`src/rtl/psram_sleep_pkg.sv`:
```
package psram_sleep_pkg;

  typedef enum logic [2:0] {
    ST_SUPPLY_WAIT,
    ST_PWRUP_HOLD,
    ST_READY,
    ST_SLEEP_SETTLE,
    ST_SLEEP,
    ST_WAKE_HOLD
  } sleep_state_e;

  // Round a time up to whole clock cycles, never below one.
  function automatic int unsigned ns_to_cycles(input int unsigned ns,
                                               input int unsigned period_ns);
    int unsigned c;
    c = (ns + period_ns - 1) / period_ns;
    if (c == 0) c = 1;
    return c;
  endfunction

  function automatic int unsigned max_of(input int unsigned a,
                                         input int unsigned b);
    return (a > b) ? a : b;
  endfunction

  // Bits needed to hold the value maxv.
  function automatic int unsigned cnt_width(input int unsigned maxv);
    int unsigned w;
    w = $clog2(maxv + 1);
    if (w == 0) w = 1;
    return w;
  endfunction

endpackage

```
`src/rtl/psram_sleep_timer.sv`:
```
module psram_sleep_timer #(
  parameter int unsigned CNT_W   = 8,
  parameter int unsigned RST_VAL = 0
) (
  input  logic             clk,
  input  logic             rst_n,
  input  logic             load,
  input  logic [CNT_W-1:0] load_val,
  output logic             cnt_zero
);

  logic [CNT_W-1:0] cnt_q;

  always_ff @(posedge clk or negedge rst_n) begin
    if (!rst_n) begin
      cnt_q <= CNT_W'(RST_VAL);
    end else if (load) begin
      cnt_q <= load_val;
    end else if (cnt_q != '0) begin
      cnt_q <= cnt_q - 1'b1;
    end
  end

  assign cnt_zero = (cnt_q == '0);

endmodule

```
`src/rtl/psram_sleep_fsm.sv`:
```
module psram_sleep_fsm
  import psram_sleep_pkg::*;
#(
  parameter int unsigned CNT_W      = 8,
  parameter int unsigned SUPPLY_CYC = 4,
  parameter int unsigned HOLD_CYC   = 4,
  parameter int unsigned SLEEP_CYC  = 4,
  parameter int unsigned SETTLE_CYC = 2
) (
  input  logic             clk,
  input  logic             rst_n,
  input  logic             supply_ok,
  input  logic             sleep_req,
  input  logic             wake_go,
  input  logic             cnt_zero,
  output sleep_state_e     state,
  output sleep_state_e     state_nxt,
  output logic             load,
  output logic [CNT_W-1:0] load_val,
  output logic             leave_sleep
);

  localparam logic [CNT_W-1:0] SUPPLY_LD = CNT_W'(SUPPLY_CYC - 1);
  localparam logic [CNT_W-1:0] HOLD_LD   = CNT_W'(HOLD_CYC - 1);
  localparam logic [CNT_W-1:0] SLEEP_LD  = CNT_W'(SLEEP_CYC - 1);
  localparam logic [CNT_W-1:0] SETTLE_LD = CNT_W'(SETTLE_CYC - 1);

  sleep_state_e state_q;

  always_comb begin
    state_nxt = state_q;
    load      = 1'b0;
    load_val  = '0;
    if (!supply_ok) begin
      state_nxt = ST_SUPPLY_WAIT;
      load      = 1'b1;
      load_val  = SUPPLY_LD;
    end else begin
      unique case (state_q)
        ST_SUPPLY_WAIT: if (cnt_zero) begin
          state_nxt = ST_PWRUP_HOLD;
          load      = 1'b1;
          load_val  = HOLD_LD;
        end
        ST_PWRUP_HOLD: if (cnt_zero) state_nxt = ST_READY;
        ST_READY: if (sleep_req) begin
          state_nxt = ST_SLEEP_SETTLE;
          load      = 1'b1;
          load_val  = SETTLE_LD;
        end
        ST_SLEEP_SETTLE: if (cnt_zero) begin
          state_nxt = ST_SLEEP;
          load      = 1'b1;
          load_val  = SLEEP_LD;
        end
        ST_SLEEP: if (cnt_zero && wake_go) begin
          state_nxt = ST_WAKE_HOLD;
          load      = 1'b1;
          load_val  = HOLD_LD;
        end
        ST_WAKE_HOLD: if (cnt_zero) state_nxt = ST_READY;
        default: begin
          state_nxt = ST_SUPPLY_WAIT;
          load      = 1'b1;
          load_val  = SUPPLY_LD;
        end
      endcase
    end
  end

  always_ff @(posedge clk or negedge rst_n) begin
    if (!rst_n) state_q <= ST_SUPPLY_WAIT;
    else        state_q <= state_nxt;
  end

  assign state       = state_q;
  assign leave_sleep = (state_q == ST_SLEEP) && (state_nxt == ST_WAKE_HOLD);

endmodule

```
`src/rtl/psram_sleep_flags.sv`:
```
module psram_sleep_flags
  import psram_sleep_pkg::*;
(
  input  logic         clk,
  input  logic         rst_n,
  input  sleep_state_e state,
  input  logic         wake_req,
  input  logic         leave_sleep,
  input  logic         lost_clr,
  output logic         wake_pend,
  output logic         contents_lost
);

  logic in_sleep_path;
  assign in_sleep_path = (state == ST_SLEEP_SETTLE) || (state == ST_SLEEP);

  always_ff @(posedge clk or negedge rst_n) begin
    if (!rst_n) begin
      wake_pend     <= 1'b0;
      contents_lost <= 1'b0;
    end else begin
      wake_pend <= in_sleep_path && !leave_sleep && (wake_pend || wake_req);
      if (leave_sleep)   contents_lost <= 1'b1;
      else if (lost_clr) contents_lost <= 1'b0;
    end
  end

endmodule

```
`src/rtl/psram_sleep_ctrl.sv`:
```
module psram_sleep_ctrl
  import psram_sleep_pkg::*;
#(
  parameter int unsigned CLK_PERIOD_NS  = 8,
  parameter int unsigned SUPPLY_WAIT_NS = 30000,
  parameter int unsigned WAKE_HOLD_NS   = 300000,
  parameter int unsigned SLEEP_MIN_NS   = 10000,
  parameter int unsigned SETTLE_CYC     = 2
) (
  input  logic clk,
  input  logic rst_n,
  input  logic supply_ok,
  input  logic sleep_req,
  input  logic wake_req,
  input  logic lost_clr,
  output logic mem_sel_block,
  output logic mem_lowpwr_n,
  output logic mem_ready,
  output logic contents_lost
);

  localparam int unsigned SUPPLY_CYC = ns_to_cycles(SUPPLY_WAIT_NS, CLK_PERIOD_NS);
  localparam int unsigned HOLD_CYC   = ns_to_cycles(WAKE_HOLD_NS, CLK_PERIOD_NS);
  localparam int unsigned SLEEP_CYC  = ns_to_cycles(SLEEP_MIN_NS, CLK_PERIOD_NS);
  localparam int unsigned SETTLE_EFF = (SETTLE_CYC == 0) ? 1 : SETTLE_CYC;
  localparam int unsigned MAX_CYC    =
    max_of(max_of(SUPPLY_CYC, HOLD_CYC), max_of(SLEEP_CYC, SETTLE_EFF));
  localparam int unsigned CNT_W      = cnt_width(MAX_CYC);

  sleep_state_e     state;
  sleep_state_e     state_nxt;
  logic             load;
  logic [CNT_W-1:0] load_val;
  logic             cnt_zero;
  logic             leave_sleep;
  logic             wake_pend;
  logic             wake_go;

  assign wake_go = wake_req || wake_pend;

  psram_sleep_timer #(
    .CNT_W   (CNT_W),
    .RST_VAL (SUPPLY_CYC - 1)
  ) u_timer (
    .clk      (clk),
    .rst_n    (rst_n),
    .load     (load),
    .load_val (load_val),
    .cnt_zero (cnt_zero)
  );

  psram_sleep_fsm #(
    .CNT_W      (CNT_W),
    .SUPPLY_CYC (SUPPLY_CYC),
    .HOLD_CYC   (HOLD_CYC),
    .SLEEP_CYC  (SLEEP_CYC),
    .SETTLE_CYC (SETTLE_EFF)
  ) u_fsm (
    .clk         (clk),
    .rst_n       (rst_n),
    .supply_ok   (supply_ok),
    .sleep_req   (sleep_req),
    .wake_go     (wake_go),
    .cnt_zero    (cnt_zero),
    .state       (state),
    .state_nxt   (state_nxt),
    .load        (load),
    .load_val    (load_val),
    .leave_sleep (leave_sleep)
  );

  psram_sleep_flags u_flags (
    .clk           (clk),
    .rst_n         (rst_n),
    .state         (state),
    .wake_req      (wake_req),
    .leave_sleep   (leave_sleep),
    .lost_clr      (lost_clr),
    .wake_pend     (wake_pend),
    .contents_lost (contents_lost)
  );

  assign mem_ready     = (state == ST_READY);
  assign mem_sel_block = (state != ST_READY);
  assign mem_lowpwr_n  = (state != ST_SLEEP);

endmodule

```
`config.mk`:
```
export PLATFORM = sky130hd
export DESIGN_NAME = psram_sleep_ctrl
export DESIGN_NICKNAME = d
export VERILOG_FILES = /design/src/rtl/psram_sleep_pkg.sv /design/src/rtl/psram_sleep_timer.sv /design/src/rtl/psram_sleep_fsm.sv /design/src/rtl/psram_sleep_flags.sv /design/src/rtl/psram_sleep_ctrl.sv
export SDC_FILE = /design/constraint.sdc
export NUM_CORES = 1
export LEC_CHECK = 0
export ABC_CLOCK_PERIOD_IN_PS = 2990
export BUFFER_PORTS_ARGS = -buffer_cell sky130_fd_sc_hd__buf_2
export CAP_MARGIN = 20
export CORE_ASPECT_RATIO = 1.4
export CORE_MARGIN = 10
export CORE_UTILIZATION = 54
export DETAILED_ROUTE_END_ITERATION = 10
export PLACE_DENSITY = 0.71
export SYNTH_ARGS = -nofsm -noshare
export SYNTH_HDL_FRONTEND = slang
export SYNTH_HIERARCHICAL = 1
export SYNTH_SLANG_ARGS = --single-unit
```
`constraint.sdc`:
```
create_clock -name clk -period 2.99 [get_ports clk]
set_input_delay 0 -clock clk [delete_from_list [all_inputs] [get_ports clk]]
set_output_delay 0 -clock clk [all_outputs]
set_load 0.02 [all_outputs]
```
* After elaboration in Yosys (flattened, before gate mapping)
Index checks and enable logic that the tools add are counted.
Storage, ports and cells: register bits after elaboration 21, latch bits 0, memory bits (writable) 0, ROM bits 0, input bits 6, word-level logic and storage cells 49, memories 0
Cells by class: $add $sub $neg 1, $mul 0, div/mod/pow operators 0, magnitude comparators 0, eq/ne operators 8, shifts and indexed selects 0, muxes and demuxes 22, bitwise operators 0, reductions and logical operators 14
Operators by type and width (number):
- 16-bit 2-to-1 mux | 5
- 16-bit case mux with 5 select lines | 1
- 3-bit 2-to-1 mux | 6
- 16-bit logical NOT | 1
- 16-bit nonzero test | 1
- 16-bit by 1-bit subtractor with 16-bit output, second input constant | 1
- 3-bit case mux with 5 select lines | 1
- 11-bit 2-to-1 mux | 1
- 3-bit equality test, second input constant | 3
- 1-bit 2-to-1 mux | 7
- 3-bit by 2-bit equality test with 1-bit output, second input constant | 2
- 1-bit logical AND | 4
- 1-bit case mux with 4 select lines | 1
- 2-bit nonzero test | 2
- 2-bit OR reduction | 2
- 3-bit by 1-bit equality test with 1-bit output, second input constant | 1
- 3-bit logical NOT | 1
- 3-bit by 2-bit inequality test with 1-bit output, second input constant | 1
- 3-bit inequality test, second input constant | 1
- 1-bit logical OR | 2
- 1-bit logical NOT | 1

* Logic depth before layout (Yosys ltp)
Gate-level depths: netlist of the first run.
depth in word-level cells 10, mapped depth 13, gate-level depth less buffers 10

* Cells and area by module
The synthesis of the first run kept the hierarchy.
By module, submodules not included:
- psram_sleep_timer | times used 1, cells each 104, area each 1014.7 µm²
- psram_sleep_fsm | times used 1, cells each 52, area each 406.6 µm²
- psram_sleep_flags | times used 1, cells each 8, area each 93.8 µm²
- psram_sleep_ctrl | times used 1, cells each 4, area each 31.3 µm²

* Worst setup path after synthesis of the first run
No wires, ideal clock.
path type register to register, start register u_timer.cnt_q[0], end register u_timer.cnt_q[13], library setup time 0.120 ns, arrival time 2.813 ns, slack 0.057 ns, cell stages (with the launch flop) 13, clock period less this slack 2.933 ns, path through dfstp_2 -> inv_1 -> ha_1 -> nor3b_4 -> nand3_2 -> nor2_1 -> buf_2 -> and3_1 -> or4_4 -> o21bai_1 -> or3_1 -> buf_2 -> o211a_1
Between the ends: word-level cells in the longest chain between the ends 6, elaborated cells between the ends (all ways) 11, those cells by class add/sub (1); mux (6); reduce/logical (4)
RTL lines:
- from (decl) | line psram_sleep_timer.sv:12 | logic [CNT_W-1:0] cnt_q;
- from (signal assigned) | line psram_sleep_timer.sv:16 | cnt_q <= CNT_W'(RST_VAL);
- from (signal assigned) | line psram_sleep_timer.sv:18 | cnt_q <= load_val;
- from (signal assigned) | line psram_sleep_timer.sv:20 | cnt_q <= cnt_q - 1'b1;
- 16-bit logical NOT (*) | line psram_sleep_timer.sv:24 | assign cnt_zero = (cnt_q == '0);
- net cnt_zero | line psram_sleep_ctrl.sv:34 | logic cnt_zero;
- 1-bit logical AND | line psram_sleep_fsm.sv:56 | ST_SLEEP: if (cnt_zero && wake_go) begin
- 1-bit 2-to-1 mux | line psram_sleep_fsm.sv:56
- 1-bit case mux with 4 select lines (*) | line psram_sleep_fsm.sv:39 | unique case (state_q)
- 1-bit 2-to-1 mux (*) | line psram_sleep_fsm.sv:34 | if (!supply_ok) begin
- net load | line psram_sleep_ctrl.sv:32 | logic load;
- 16-bit 2-to-1 mux / 2-bit nonzero test (equally long branches)
The timed path passes the listed nets; every way through them passes the cells marked *. The select of a mux whose other input is x is not followed. A chain may end at the register's enable or synchronous reset.

* Worst setup path after layout of the first run
start register u_timer.cnt_q[0], end register u_timer.cnt_q[12]
Same word-level chain as after synthesis.

==> impl_metrics.yaml, run 1 <==
clock_tree:
  cts_max_level: 1
  cts.clk_slew.worst_paths_ps: 130
  clock-root-buffer: "clkbuf_4"
  clkLatencyLatePin_ps: 310
  cts_tree: "yes"
  cts_buffer_depth: 2
  cts_buffers: 3
  cts_sinks: 21
routing:
  wirelength_um: 3400
  drtIter0Drc: 32
  drc: 0
  vias: 1252
  viasPerCell: 5.88
  dr.pass1.iters: 4
  wl_per_cell_um: 16.0
  antenna_left: 0
critical_path:
  crit_chain: "inv_1 > ha_1 > nor3b_4 > nand3_2 > nor2_1 > and3_1 > or4_4 > o21bai_4 > or4_1 > o211ai_1"
  worst-endpoint-arrival_ps: 3060
  r2r-end: "u_timer/cnt_q[12]"
  start_kind: "flip-flop"
  reg2reg_depth: 10
  rrSetupSlack_ps: 160
  cp_data_required_time_ps: 3220
  path_delay_family: "simple AND/OR/NAND/NOR gates"
  critical-path-slowest-cell: "dfstp_2"
  critPathMaxFanout: 10
  slowest_delay_ps: 580
  end_kind: "flip-flop"
  path_buf_inv: 1
  critPathKind: "flip-flop to flip-flop"
  rr_startpoint: "u_timer/cnt_q[0]"
placed_design:
  placed_cells: 205
  post-dp-hpwl_um: 2440
  port_buffers: 9
  placed_cell_area_sq_mm: 0.00160
  globalplace.congestion: 0.893
  pre_cts_slack_ps: 103
power_and_ir_drop:
  p_leak_uw: 0.000704
  powerDensity_mw_per_mm2: 374
  peakVddDrop_v: 0.000248
timing:
  finalHoldViolations: 0
  period_needed_ps: 2830
  fin_crit_sh_pct: 94.5
  tightest_slew_ps: 724
  rsz0062_at_grt: "no"
  finalSetupTns_ps: 0
  max-slew-margin-rel_pct: 51.3
  finalClockSkew_ps: 4.05
  setup_ws_ps: 165
  setup_viol: 0
  max_freq_ghz: 0.354
  final_max_slew_viol_count: 0
die:
  dieArea_sq_mm: 0.00543
  std_cell_rows: 22
  coreArea_sq_mm: 0.00270
  ios: 10
  die_w_um: 65.2
  initial_core_util_pct: 57.3
  die_y_um: 83.3
logic_synthesis:
  synth_edf_count: 0
  ys_seq_elements: 21
  ys_top_cells_by_area: "dfrtp_1 (23%), dfstp_2 (12%), nand2b_1 (4.9%), xnor2_1 (4.5%), buf_4 (4.4%)"
  synth_cell_types: 53
  syn_avg_cell_area_sq_um: 9.21
  ys_async_sr_fraction_pct: 100
  synth_top_area_share_pct: 22.7
  synthCells: 168
  synth_flop_cell: "dfrtp_1"
  synth_top_cell_by_area: "dfrtp_1"
  synth_common_cells: "dfrtp_1 (14), nand2_1 (14), nand2b_1 (12)"
  yosys_warnings: 6
  yosysSeqAreaShare_pct: 34.5
  synth_area_sq_mm: 0.00155
grt:
  antenna_found_initial: 0
  grt.overflow.total: 0
  grt_pass1_wl_um: 5800
  grt_usage_pct: 12.8
  grt_max_degree: 26
  grt_pass1_vias: 1270
layout:
  layout-drive-gt1-share_pct: 23.7
  instances_no_fill: 213
  final_nets: 185
  num_antenna_cells: 0
  post-route-util_pct: 62.4
  area_delta_synth_final_pct: 8.90
  fin_area_sq_mm: 0.00168
flow_run:
  drv_cap: 0
worst_hold_path:
  hold_path_class: "primary input to asynchronous set/reset pin"
run_status:
  outcome: "finished clean"
how the worst max path moves through the flow:
stage / slack (ps) / from / endpoint / cells past startpoint
after CTS: 70 / u_timer/cnt_q[0] / u_timer/cnt_q[13] / 10
after detailed placement: 100 / u_timer/cnt_q[0] / u_timer/cnt_q[13] / 10
after floorplan: 60 / u_timer/cnt_q[0] / u_timer/cnt_q[13] / 12
final: 160 / u_timer/cnt_q[0] / u_timer/cnt_q[12] / 10
after global placement: 160 / u_timer/cnt_q[0] / u_timer/cnt_q[13] / 10
after global routing: 50 / u_timer/cnt_q[0] / u_timer/cnt_q[10] / 11
flip-flops by register name (all words and copies together), names as in the netlist:
| register | flops |
|---|---|
| u_timer/cnt_q | 16 |
| u_fsm/state | 3 |
| u_flags/wake_pend | 1 |
| u_flags/contents_lost | 1 |
report_power, final:
part	switching, uW	internal [uW]
Clock	93.2	52.0
Combinational	74.4	66.8
Sequential	28.6	315
Total	196	434
cells in the final DEF, fill, tap and decap left out, types with 3 or more instances in the layout:
cell,instances
o211a_1,6
or2_2,3
nor3_1,4
nand2b_1,12
dfstp_2,7
nor2_1,8
buf_4,7
inv_1,3
nand2_1,14
o21ai_0,6
conb_1,3
or3b_1,3
nor2b_1,7
dfrtp_1,14
dlygate4sd3_1,4
buf_2,9
nor4_2,3
clkbuf_4,3
a21oi_1,5
xnor2_1,8
per-stage QoR:
stage / hold WS, ps / total power [uW]
after global routing: 170 / 659
after floorplan: -296 / 442
final: 158 / 630
after CTS: 125 / 628
after global placement: -23.6 / 477
after detailed placement: -10.2 / 481
per-layer routing:
metal / GRT usage [%] / vias up / share of wire [%]
met5: 0 / - / 0
met4: 4.86 / 0 / 1.0
met3: 2.15 / 4 / 4.2
met2: 22.3 / 30 / 52
met1: 14.8 / 610 / 43
li1: - / 608 / -
layout make-up:
class	count	area [sq um]
Clock buffer	4	26.3
Fill cell	261	1010
Inverter	3	11.3
Multi-Input combinational cell	128	918
Sequential cell	21	534
Tap cell	36	45.0
Timing Repair Buffer	21	149
kinds of logic after synthesis:
family / share of synthesized area, %
and+or+nand+nor: 32.2
AOI/OAI and AO/OA: 18.4
DFF: 34.5
buffers and inverters: 8.01
xor gates and xnor gates: 5.10
adders and majority gates: 0.809
other: 0.242
muxes: 0.647
worst register-to-register path, cell delays in order (launching register included):
cell and delay [ps]:
dfstp_2 580, inv_1 70, ha_1 220, nor3b_4 160, nand3_2 80, nor2_1 70
and3_1 160, or4_4 540, o21bai_4 230, or4_1 530, o211ai_1 100
what timing repair did:
action	in CTS	in global routing
buffers inserted	0	0
resized for setup	0	5
endpoints found under the hold margin	25	0
hold buffers	4	0
setup endpoints to repair	0	11
(Power assumes the default switching activity.)
==> run 2: changes to the inputs <==
ABC_AREA = 1   (was not set)
==> run 2 against run 1 <==
Sequential share of layout area down 0.96 points. First-iteration DRC count up 100%. Utilization down 2.7 points. Largest power group unchanged.
==> impl_metrics.yaml, run 2 <==
die:
  coreArea_sq_mm: 0.00291
  initial_core_util_pct: 56.9
  ios: 10
  dieArea_sq_mm: 0.00571
  std_cell_rows: 23
  die_w_um: 66.8
  die_y_um: 85.5
critical_path:
  critical-path-slowest-cell: "nor3_1"
  slowest_delay_ps: 440
  critPathKind: "flip-flop to flip-flop"
  end_kind: "flip-flop"
  path_delay_family: "simple AND/OR/NAND/NOR gates"
  path_buf_inv: 2
  start_kind: "flip-flop"
  critPathMaxFanout: 13
  crit_chain: "inv_1 > ha_1 > nand2_4 > nor2_4 > nand3_1 > nor3_1 > nand3_1 > nand3_1 > inv_1 > or2_2 > nand2_1 > nor2_1"
  cp_data_required_time_ps: 3140
  worst-endpoint-arrival_ps: 2800
  crit_top_cell: "nand3_1"
logic_synthesis:
  synth_common_cells: "nand2_1 (74), inv_1 (30), nor2_1 (22)"
  ys_seq_elements: 21
  yosysSeqAreaShare_pct: 32.3
  synth_cell_types: 35
  synth_edf_count: 0
  yosysMostFrequentCell: "nand2_1"
  synth_top_area_share_pct: 21.2
  synth_flop_cell: "dfrtp_1"
  ys_async_sr_fraction_pct: 100
  ys_top_cells_by_area: "dfrtp_1 (21%), nand2_1 (17%), dfstp_2 (11%), inv_1 (6.8%), nand3_1 (5.7%)"
  syn_avg_cell_area_sq_um: 6.98
  yosys_warnings: 6
  synthCells: 237
  synth_area_sq_mm: 0.00165
  synth_top_cell_by_area: "dfrtp_1"
timing:
  fin_crit_sh_pct: 88.5
  setup_viol: 0
  finalHoldViolations: 0
  rsz0062_at_grt: "no"
  period_needed_ps: 2650
  max_freq_ghz: 0.378
  finalClockSkew_ps: 0.989
  final_max_slew_viol_count: 0
  tightest_slew_ps: 542
  finalSetupTns_ps: 0
  max-slew-margin-rel_pct: 63.6
grt:
  grt_pass1_vias: 1445
  grt_pass1_wl_um: 6090
  grt_max_degree: 22
  grt_usage_pct: 13.3
  grt.overflow.total: 0
  antenna_found_initial: 0
layout:
  regMostFlops: "u_timer/cnt_q"
  area_delta_synth_final_pct: 4.99
  layout-drive-gt1-share_pct: 21.0
  largest_reg_flops: 16
  fin_area_sq_mm: 0.00174
  final_nets: 251
  fillers: 290
  most-common-layout-cells: "nand2_1 (74), inv_1 (30), nor2_1 (22)"
  num_antenna_cells: 0
  layout_commonest_cell: "nand2_1"
routing:
  drc: 0
  dr.pass1.iters: 4
  vias: 1423
  antenna_left: 0
  wl_per_cell_um: 11.8
  wirelength_um: 3320
  drtIter0Drc: 64
  viasPerCell: 5.08
flow_run:
  drv_cap: 0
placed_design:
  placed_cell_area_sq_mm: 0.00167
  post-dp-hpwl_um: 2680
  globalplace.congestion: 0.867
  port_buffers: 9
clock_tree:
  cts_buffers: 3
  cts_buffer_depth: 2
  cts_tree: "yes"
  cts_max_level: 1
  cts_sinks: 21
  cts.clk_slew.worst_paths_ps: 70
  clock-root-buffer: "clkbuf_8"
  clkLatencyLatePin_ps: 250
  cts_resized: 0
power_and_ir_drop:
  peakVddDrop_v: 0.000283
  p_leak_uw: 0.000904
  powerDensity_mw_per_mm2: 424
worst_hold_path:
  hold_path_class: "primary input to flip-flop"
run_status:
  outcome: "finished clean"
## run 2: cell types whose count changed in the layout (fill, tap and decap cells not counted), sizes merged, moves of 7 or more
cell    previous run  this run
nand2b            12         0
nand3              3        22
nor2               8        34
nand2             14        80
nor2b              7         0
buf               17        10
inv                3        32
## run 2: final timing paths
kind | startpoint | to | slack (ps) | depth (start not counted)
setup reg to reg | u_timer/cnt_q[0] | u_timer/cnt_q[12] | 340 | 12
setup / recovery | u_timer/cnt_q[0] | u_timer/cnt_q[12] | 340 | 12
max in group asynchronous | rst_n | u_timer/cnt_q[9] | 2410 | 2
min in group asynchronous | rst_n | u_timer/cnt_q[1] | 240 | 2
hold / removal | supply_ok | u_fsm/state[1] | 70 | 3
hold reg to reg | u_flags/contents_lost | u_flags/contents_lost | 530 | 2
## run 2: where the power goes
group	switching [uW]	total, uW	leakage, uW	internal (uW)
Clock	85.9	181	0.0000228	94.7
Combinational	132	205	0.000623	72.7
Sequential	30.1	351	0.000259	321
Total	248	737	0.000904	488
## run 2: stage by stage
step | setup slack (ps) | util [%] | hold slack (ps) | power [uW] | instances
global route | 51.5 | 59.8 | 82.6 | 795 | 280
global placement | 447 | 57.5 | -19.9 | 560 | 274
detailed placement | 364 | 57.5 | -18.6 | 561 | 274
floorplan | 669 | - | -296 | 520 | 239
finish | 344 | 59.8 | 71.0 | 737 | 280
CTS | 350 | 59.8 | 57.5 | 750 | 280
## run 2: cell families (layout without fill, tap and decap cells)
kind of cell,Yosys count,after routing,share of synthesized area (%)
fa+ha+maj,1,1,0.756
buf+inv,44,48,12.6
simple gates,147,147,44.4
other cells,1,3,0.227
flops,21,21,32.3
compound gates,18,18,7.03
xor+xnor,5,5,2.65
## run 2: metal layers
layer	GRT usage (%)	wire length, um	vias up
met5	0	0	-
met1	14.1	1370	653
met4	6.69	95	0
met3	2.37	114	8
li1	-	-	737
met2	23.7	1740	25
## run 2: worst reg2reg max path, stage by stage (launching register included)
cell and delay [ps]:
dfstp_2 380, inv_1 100, ha_1 280, nand2_4 110, nor2_4 120, nand3_1 90, nor3_1 440, nand3_1 220
nand3_1 150, inv_1 210, or2_2 340, nand2_1 70, nor2_1 40
## run 2: repair_timing
action,in CTS,in global routing
hold buffers,2,0
endpoints found under the hold margin,15,0
buffers inserted,0,0
endpoints found under the setup margin,0,0
## run 2: layout make-up
class,count,area [sq um],share of cell area [%]
Tap cell,37,46.3,2.67
Clock buffer,4,45.0,2.59
Inverter,32,120,6.92
Multi-Input combinational cell,174,918,52.9
Sequential cell,21,534,30.8
Timing Repair Buffer,12,72.6,4.18
